**src/rtl/pic8_pkg.sv**
```systemverilog
// Shared types for the interrupt controller core.
package pic8_pkg;
    // Configuration sequence position.
    typedef enum logic [2:0] {
        ST_UNCONF = 3'd0,
        ST_W2     = 3'd1,
        ST_W3     = 3'd2,
        ST_W4     = 3'd3,
        ST_RUN    = 3'd4
    } cfg_state_t;

    // Mode bits collected from the configuration words.
    typedef struct packed {
        logic single;
        logic need4;
        logic level;
        logic aeoi;
        logic buffered;
        logic role_bit;
    } pic_cfg_t;
endpackage

```
**src/rtl/pic8_cfg.sv**
```systemverilog
// Configuration sequencer and mask register.
// Assumes addr 0 is the command address and addr 1 the data address.
// Data writes are ignored before the first start word.
module pic8_cfg
    import pic8_pkg::*;
#(
    parameter int NIN = 8
) (
    input  logic                 clk,
    input  logic                 rst_n,
    input  logic                 wr_en,
    input  logic                 addr,
    input  logic [NIN-1:0]       wdata,
    output cfg_state_t           state,
    output pic_cfg_t             cfg,
    output logic [NIN-1:0]       base,
    output logic [NIN-1:0]       slave_word,
    output logic [NIN-1:0]       mask,
    output logic                 init_pulse
);
    // A command write with bit 4 set begins a new sequence.
    assign init_pulse = wr_en && !addr && wdata[4];

    // Walk the configuration words, then load the mask.
    always_ff @(posedge clk) begin
        if (!rst_n) begin
            state      <= ST_UNCONF;
            cfg        <= '0;
            base       <= '0;
            slave_word <= '0;
            mask       <= '1;
        end else if (init_pulse) begin
            state         <= ST_W2;
            cfg.need4     <= wdata[0];
            cfg.single    <= wdata[1];
            cfg.level     <= wdata[3];
            cfg.aeoi      <= 1'b0;
            cfg.buffered  <= 1'b0;
            cfg.role_bit  <= 1'b0;
            mask          <= '0;
        end else if (wr_en && addr) begin
            case (state)
                ST_W2: begin
                    base <= wdata;
                    if (!cfg.single)    state <= ST_W3;
                    else if (cfg.need4) state <= ST_W4;
                    else                state <= ST_RUN;
                end
                ST_W3: begin
                    slave_word <= wdata;
                    state      <= cfg.need4 ? ST_W4 : ST_RUN;
                end
                ST_W4: begin
                    cfg.aeoi     <= wdata[1];
                    cfg.role_bit <= wdata[2];
                    cfg.buffered <= wdata[3];
                    state        <= ST_RUN;
                end
                ST_RUN:  mask <= wdata;
                default: ;
            endcase
        end
    end
endmodule

```
**src/rtl/pic8_capture.sv**
```systemverilog
// Request capture: rising-edge latch or registered level per input.
// Assumes irq_in is already synchronous to clk.
module pic8_capture #(
    parameter int NIN = 8
) (
    input  logic           clk,
    input  logic           rst_n,
    input  logic           level,
    input  logic           init_clr,
    input  logic [NIN-1:0] ack_clr,
    input  logic [NIN-1:0] irq_in,
    output logic [NIN-1:0] pend
);
    logic [NIN-1:0] prev;

    // Track previous line levels and update pending bits.
    always_ff @(posedge clk) begin
        if (!rst_n) begin
            prev <= '0;
            pend <= '0;
        end else begin
            prev <= irq_in;
            if (init_clr)   pend <= '0;
            else if (level) pend <= irq_in;
            else            pend <= (pend & ~ack_clr) | (irq_in & ~prev);
        end
    end
endmodule

```
**src/rtl/pic8_resolve.sv**
```systemverilog
// Fixed-priority resolver, index 0 most urgent. A pending unmasked input
// competes only if no in-service bit at its own or a more urgent index.
module pic8_resolve #(
    parameter int NIN = 8,
    localparam int IW = $clog2(NIN)
) (
    input  logic [NIN-1:0] pend,
    input  logic [NIN-1:0] mask,
    input  logic [NIN-1:0] isr,
    output logic           req_any,
    output logic [IW-1:0]  req_idx,
    output logic           isr_any,
    output logic [IW-1:0]  isr_idx
);
    logic [NIN-1:0] isr_pre;
    logic [NIN-1:0] allowed;

    // Prefix OR of the in-service set from the most urgent end.
    for (genvar g = 0; g < NIN; g++) begin : g_pre
        if (g == 0) begin : g_first
            assign isr_pre[g] = isr[g];
        end else begin : g_rest
            assign isr_pre[g] = isr_pre[g-1] | isr[g];
        end
    end

    assign allowed = pend & ~mask & ~isr_pre;
    assign req_any = |allowed;
    assign isr_any = |isr;

    // Pick the lowest set index of the grantable and in-service sets.
    always_comb begin
        req_idx = '0;
        isr_idx = '0;
        for (int i = NIN - 1; i >= 0; i--) begin
            if (allowed[i]) req_idx = IW'(i);
            if (isr[i])     isr_idx = IW'(i);
        end
    end
endmodule

```
**src/rtl/pic8_core.sv**
```systemverilog
// Eight-input interrupt controller top: in-service tracking, acknowledge
// handling, end-of-interrupt commands and cascade roles. Assumes inta is
// a single-clock pulse; results appear one clock later.
module pic8_core
    import pic8_pkg::*;
#(
    parameter int NIN = 8,
    localparam int IW = $clog2(NIN)
) (
    input  logic           clk,
    input  logic           rst_n,
    input  logic           wr_en,
    input  logic           addr,
    input  logic [NIN-1:0] wdata,
    output logic [NIN-1:0] rdata,
    input  logic [NIN-1:0] irq_in,
    output logic           int_out,
    input  logic           inta,
    output logic [NIN-1:0] vec_out,
    output logic           vec_valid,
    output logic [IW-1:0]  cas_sel_out,
    output logic           cas_valid,
    input  logic [IW-1:0]  cas_sel_in,
    input  logic           master_strap
);
    localparam logic [NIN-1:0] LAST_IDX = NIN'(NIN - 1);

    cfg_state_t     state;
    pic_cfg_t       cfg;
    logic [NIN-1:0] base, slave_word, mask, pend, isr, isr_nxt, ack_clr;
    logic           init_pulse, req_any, isr_any, run, is_master;
    logic           selected, ack_go, eoi_cmd, aeoi_on;
    logic [IW-1:0]  req_idx, isr_idx;

    pic8_cfg #(.NIN(NIN)) u_cfg (
        .clk(clk), .rst_n(rst_n), .wr_en(wr_en), .addr(addr), .wdata(wdata),
        .state(state), .cfg(cfg), .base(base), .slave_word(slave_word),
        .mask(mask), .init_pulse(init_pulse)
    );

    pic8_capture #(.NIN(NIN)) u_cap (
        .clk(clk), .rst_n(rst_n), .level(cfg.level), .init_clr(init_pulse),
        .ack_clr(ack_clr), .irq_in(irq_in), .pend(pend)
    );

    pic8_resolve #(.NIN(NIN)) u_res (
        .pend(pend), .mask(mask), .isr(isr), .req_any(req_any),
        .req_idx(req_idx), .isr_any(isr_any), .isr_idx(isr_idx)
    );

    // Role, acknowledge acceptance and command decode.
    assign run       = (state == ST_RUN);
    assign aeoi_on   = cfg.aeoi;
    assign is_master = cfg.buffered ? cfg.role_bit : master_strap;
    assign selected  = cfg.single || is_master || (cas_sel_in == slave_word[IW-1:0]);
    assign ack_go    = inta && run && selected;
    assign ack_clr   = (ack_go && req_any) ? (NIN'(1) << req_idx) : '0;
    assign eoi_cmd   = run && wr_en && !addr && (wdata[7:5] == 3'b001) && (wdata[4:3] == 2'b00);
    assign int_out   = run && req_any;
    assign rdata     = addr ? mask : isr;

    // Next in-service set: end of interrupt clears, a grant sets.
    always_comb begin
        isr_nxt = isr;
        if (eoi_cmd && isr_any)              isr_nxt[isr_idx] = 1'b0;
        if (ack_go && req_any && !cfg.aeoi)  isr_nxt[req_idx] = 1'b1;
    end

    // Hold the in-service register.
    always_ff @(posedge clk) begin
        if (!rst_n || init_pulse) isr <= '0;
        else                      isr <= isr_nxt;
    end

    // Produce the vector or the cascade hand-off one clock after acknowledge.
    always_ff @(posedge clk) begin
        if (!rst_n) begin
            vec_out     <= '0;
            vec_valid   <= 1'b0;
            cas_sel_out <= '0;
            cas_valid   <= 1'b0;
        end else begin
            vec_valid <= 1'b0;
            cas_valid <= 1'b0;
            if (ack_go) begin
                if (!req_any) begin
                    vec_out   <= base + LAST_IDX;
                    vec_valid <= 1'b1;
                end else if (!cfg.single && is_master && slave_word[req_idx]) begin
                    cas_sel_out <= req_idx;
                    cas_valid   <= 1'b1;
                end else begin
                    vec_out   <= base + {{(NIN-IW){1'b0}}, req_idx};
                    vec_valid <= 1'b1;
                end
            end
        end
    end
endmodule


```
**config.mk**
```make
export PLATFORM = sky130hd
export DESIGN_NAME = pic8_core
export DESIGN_NICKNAME = d
export VERILOG_FILES = /design/src/rtl/pic8_pkg.sv /design/src/rtl/pic8_cfg.sv /design/src/rtl/pic8_capture.sv /design/src/rtl/pic8_resolve.sv /design/src/rtl/pic8_core.sv
export SDC_FILE = /design/constraint.sdc
export NUM_CORES = 1
export LEC_CHECK = 0
export ABC_AREA = 1
export BUFFER_PORTS_ARGS = -buffer_cell sky130_fd_sc_hd__buf_2
export CAP_MARGIN = 10
export CELL_PAD_IN_SITES_DETAIL_PLACEMENT = 1
export CELL_PAD_IN_SITES_GLOBAL_PLACEMENT = 1
export CORE_UTILIZATION = 44
export DETAILED_ROUTE_END_ITERATION = 6
export GPL_TIMING_DRIVEN = 0
export PLACE_DENSITY = 0.87
export SLEW_MARGIN = 20
export SYNTH_ARGS = -nofsm -noshare
export SYNTH_HDL_FRONTEND = slang
export SYNTH_SLANG_ARGS = --single-unit
```
**constraint.sdc**
```tcl
create_clock -name clk -period 5.99 [get_ports clk]
set_input_delay 0.8985 -clock clk [delete_from_list [all_inputs] [get_ports clk]]
set_output_delay 0.8985 -clock clk [all_outputs]
set_load 0.1 [all_outputs]
```
Word level (Yosys, flattened, before mapping)
Index checks and enable logic that the tools add are counted.
W data, S select, Z words.

operators by class
  shift operators = 1
  bitwise operators = 21
  multiplexer cells = 41
  reduce and logical (&&, ||, !) cells = 42
  $add $sub $neg = 2
  $lt $le $gt $ge = 4
  eq/ne operators = 7

operators by type and width
  operator               number
  $mux W8                10
  $mux W3                18
  $and A8 B8 Y8          5
  $not A8 Y8             5
  $logic_and A1 B1 Y1    17
  $or A8 B8 Y8           2
  $reduce_or A8 Y1       2
  $reduce_and A2 Y1      6
  $reduce_and A3 Y1      4
  $mux W1                9
  $pmux W3 S3            1
  $add A8 B3 Y8          1
  $add A8 B3 Y8 const B  1
  $lt A3 B4 Y1 const B   2
  $shl A1 B3 Y8 const A  1
  $or A1 B1 Y1           7
  $demux W1 S3           2
  $eq A3 B1 Y1 const B   2
  $eq A3 B2 Y1 const B   2
  $ge A3 B1 Y1 const B   2
  $logic_not A1 Y1       4
  $reduce_bool A2 Y1     2
  $reduce_bool A4 Y1     1
  $bmux W1 S3            1
  other kinds (8)        11

word-level totals
  bits in registers = 70
  logic and storage cells = 136

Longest topological paths before layout
  word-level depth = 23
  gate-level depth with buffers = 22

Hierarchy
Synthesis repeated with hierarchy kept, for this count alone.

unflattened totals
  cell total of the unflattened synthesis = 563
  area, all modules = 3,783.6 µm²

modules (own cells, without submodules)
  module        sequential area each (µm²)  instances  area an instance (µm²)  cells an instance
  pic8_core     420.4                       1          1,514.0                 251
  pic8_cfg      660.6                       1          1,350.0                 185
  pic8_capture  320.3                       1          674.4                   77
  pic8_resolve  0.0                         1          245.2                   50

Worst setup path after synthesis
OpenSTA, ideal clock, no wires.

  path type = input to output
  from = input port addr
  to = output port rdata[5]
  path buffers = 1
  cell stages on the path = 2
  path slack = 1.878 ns
  data arrival time = 3.213 ns
  path through = clkbuf_1 o21ai_0

on the way
  longest elaborated chain between the ends = 1

ends and longest elaborated chain
  element      RTL line         text
  from (decl)  pic8_core.sv:13  input logic addr,
  $mux W8      pic8_core.sv:60  assign rdata = addr ? mask : isr;
  to (decl)    pic8_core.sv:15  output logic [NIN-1:0] rdata,

Every way passes these cells.

Final worst setup path
  from = register isr[0]
  to = register vec_out[6]

on the way
  longest elaborated chain between the ends = 22

ends and longest elaborated chain
  element                                                                 RTL line            text
  from (decl)                                                             pic8_core.sv:30     logic [NIN-1:0] base, slave_word, mask, pend, isr, isr_nxt, ack_clr;
  from (signal assigned)                                                  pic8_core.sv:72     else isr <= isr_nxt;
  $or A1 B1 Y1 (7 in a row)                                               pic8_resolve.sv:23  assign isr_pre[g] = isr_pre[g-1] | isr[g];
  $not A8 Y8 (*)                                                          pic8_resolve.sv:27  assign allowed = pend & ~mask & ~isr_pre;
  $and A8 B8 Y8 (*)                                                       pic8_resolve.sv:27
  parallel branches: the longest is 13 deep, another holds $add A8 B3 Y8  -
  to (signal assigned)                                                    pic8_core.sv:87     vec_out <= base + LAST_IDX;
  to (signal assigned)                                                    pic8_core.sv:93     vec_out <= base + {{(NIN-IW){1'b0}}, req_idx};
  to (decl)                                                               pic8_core.sv:19     output logic [NIN-1:0] vec_out,

Mark *: on every way between the ends. The select of a mux whose other input is x is not followed.
A chain may end at the register's enable or synchronous reset.

==> out/qor.yml <==
rsz0062_at_grt: "false"
r2r-start: "isr[0]"
rr_endpoint: "vec_out[6]"
grt_max_degree: 14
worstSetupStartpointType: "flip-flop"
fin_skew_ns: 0.009171
hpwl_um: 8077
fin_tns_setup_ns: 0
die-area_mm2: 0.008413
nFillCells: 1095
routed_via_density: 5.224
slew-limit-headroom: 0.4810
crit_required_ns: 6.25
end_kind: "flip-flop"
clock_sinks: 70
dr.pass1.iters: 4
ant_nets: 0
ys_warn_count: 0
slowest_delay_ns: 0.44
htreeDepth: 3
cts_tree: "built"
timing.final.crit_share: 0.5286
hold_depth: 2
gr-max-usage-layer: "met2"
worst_pin_slew_ns: 0.7726
hold_end: "u_cfg.slave_word[3]"
syn2layout_area_growth_pct: 16.60
power_density_mw_per_mm2: 262.8
diodes: 0
io_buffers: 46
min_from: "u_cfg.slave_word[3]"
mappedNetlistNets: 539
peakVddDrop_v: 0.0001126
netlist_area_mm2: 0.003542
use_met2: 0.4586
mostFrequentLayoutCell: "nand2_1"
cts.reportedPaths.clkPinSlew_ns: 0.09
grt.total_usage: 0.2705
ioPinCount: 47
cts_setup_buffers: 0
final_cell_mix: "110 x nand2_1, 72 x inv_1, 70 x dfxtp_1"
clock_latency_ns: 0.36
cts_hold_buffers: 0
nets: 596
synth_cells: 510
core_area_mm2: 0.007767
grt.overflow.total: 0
worstPathMaxFanout: 5
path_cells: "inv_1 > nand2_1 > nor2_1 > inv_2 > nand2_2 > nor2_2 > inv_1 > nor2_1 > inv_1 > nand2_1 > ha_1 > inv_1 > fa_1 > o21ai_0 > nand3_1 > xor2_1 > nand3_1 > nand2_1 > nor2_1"
cap_violations: 0
finalMaxSlewViolations: 0
status: "finished, final reports clean"
leakage_nw: 1.890
die_h_um: 91.73
hold_path.class: "flip-flop to flip-flop"
route.final.wire_length_um: 10520
cts_repair_resize_count: 0
use_met3: 0.04063
cts_buffer_depth: 2
yosysUniqueCellTypes: 34
synth-seq-area-share: 0.3956
synth_edf_count: 0
die_w_um: 91.73
placementRows: 32
wl_per_cell_um: 15.60
cpMaxStageDelayCell: "dfxtp_1"
via_count: 3521
numCtsBuffers: 9
yosys_register_bits: 70
drtIter0Drc: 173
initial_core_util: 0.4560
finalSetupViolCount: 0
clockRootBuffer: "clkbuf_8"
grt_pass1_vias: 3679
r2r_slack_ns: 2.82
path_class: "flip-flop to flip-flop"
drive_above_1_share: 0.1766
drc: 0
gp_congestion: 0.9002
antenna_found_initial: 0
grt_pass1_wl_um: 17520
cp.arrival_ns: 3.43
synthFlopType: "dfxtp_1"
postSynthAreaPerCell_um2: 6.945
period_needed_ns: 3.166
whs_ns: 0.4633
path_common_cell: "inv_1"
synth-async-reset-ratio: 0
grt_use_met1: 0.3177
reg2regPathDepth: 19
fmax_mhz: 315.8
finalHoldViolCount: 0
==> critical path, delay by kind of cell (launching register included) <==
| family | cells | cell delay [ns] |
|---|---|---|
| and+or+nand+nor | 10 | 1.09 |
| adders and majority gates | 2 | 0.58 |
| buffers and inverters | 5 | 0.47 |
| DFF | 1 | 0.44 |
| AOI/OAI and AO/OA | 1 | 0.32 |
| xor gates and xnor gates | 1 | 0.17 |
==> cell usage after synthesis, drive strengths merged (3+ instances only) <==
cell type,count,area (um^2)
nand4,8,50.05
xor2,5,43.79
xnor2,4,35.03
nor3,5,25.02
o21ai,34,170.2
nor2,68,324.1
buf,4,40.03
nand2,118,473.0
ha,3,37.54
inv,75,281.5
clkbuf,10,37.54
o211ai,5,37.54
dfxtp,70,1401
a21oi,47,276.5
nand3,47,245.2
==> registers in the layout, indices dropped and copies added, names as in the netlist <==
register / flops
u_cfg.mask: 8
u_cfg.base: 8
u_cfg.state: 3
cas_valid: 1
u_cfg.slave_word: 8
u_cfg.cfg: 6
isr: 8
vec_out: 8
vec_valid: 1
cas_sel_out: 3
u_cap.prev: 8
u_cap.pend: 8
==> final cells by class <==
type                       count  area (um^2)  area share
multi-input combinational    350         1778      0.4305
sequential                    70         1401      0.3393
inverter                      76        285.3     0.06907
timing repair buffer          46        230.2     0.05574
clock buffer                  10        137.6     0.03332
tap                          102        127.6     0.03090
clock inverter                 6        92.59     0.02242
buffer                        14        77.57     0.01878
==> layer usage <==
metal,up-vias,share of wire
met1,1669,0.42
met2,71,0.50
met3,36,0.041
li1,1745,-
met4,0,0.048
met5,-,0
==> power by group <==
part,switching [mW],internal [mW]
clock,0.202,0.249
sequential,0.00935,0.478
combinational,0.107,0.0393
total,0.319,0.766
==> logic make-up (layout without fill, tap and decap cells) <==
| group | after synthesis | after routing | synth area share |
|---|---|---|---|
| buffers and inverters | 90 | 152 | 0.1024 |
| XOR/XNOR | 9 | 9 | 0.02225 |
| multiplexers | 1 | 1 | 0.002826 |
| AO/OA/AOI/OAI | 88 | 88 | 0.1409 |
| AND/OR/NAND/NOR | 248 | 248 | 0.3197 |
| flip-flops | 70 | 70 | 0.3956 |
| adder cells (fa/ha/maj) | 4 | 4 | 0.01625 |
==> worst max-delay path by stage <==
stage	startpoint	to	slack (ns)	cells after the start
after floorplan	addr	rdata[5]	1.88	2
after global placement	isr[0]	vec_out[6]	2.96	19
after detailed placement	isr[0]	vec_out[6]	2.85	19
final	isr[0]	vec_out[6]	2.82	19
after CTS	isr[0]	vec_out[6]	2.81	19
after global routing	isr[0]	vec_out[6]	2.55	19
==> stage by stage <==
stage               worst slack [ns]  utilization  instances  area, um^2  total power [mW]
floorplan                      1.878            -        510        3542            0.6002
global placement               2.963       0.5021        658        3900            0.6389
detailed placement             2.847       0.5021        658        3900            0.6443
CTS                            2.813       0.5317        674        4130             1.092
global route                   2.553       0.5317        674        4130             1.122
finish                         2.824       0.5317        674        4130             1.085
No activity file was read; power rests on OpenSTA's default activity.
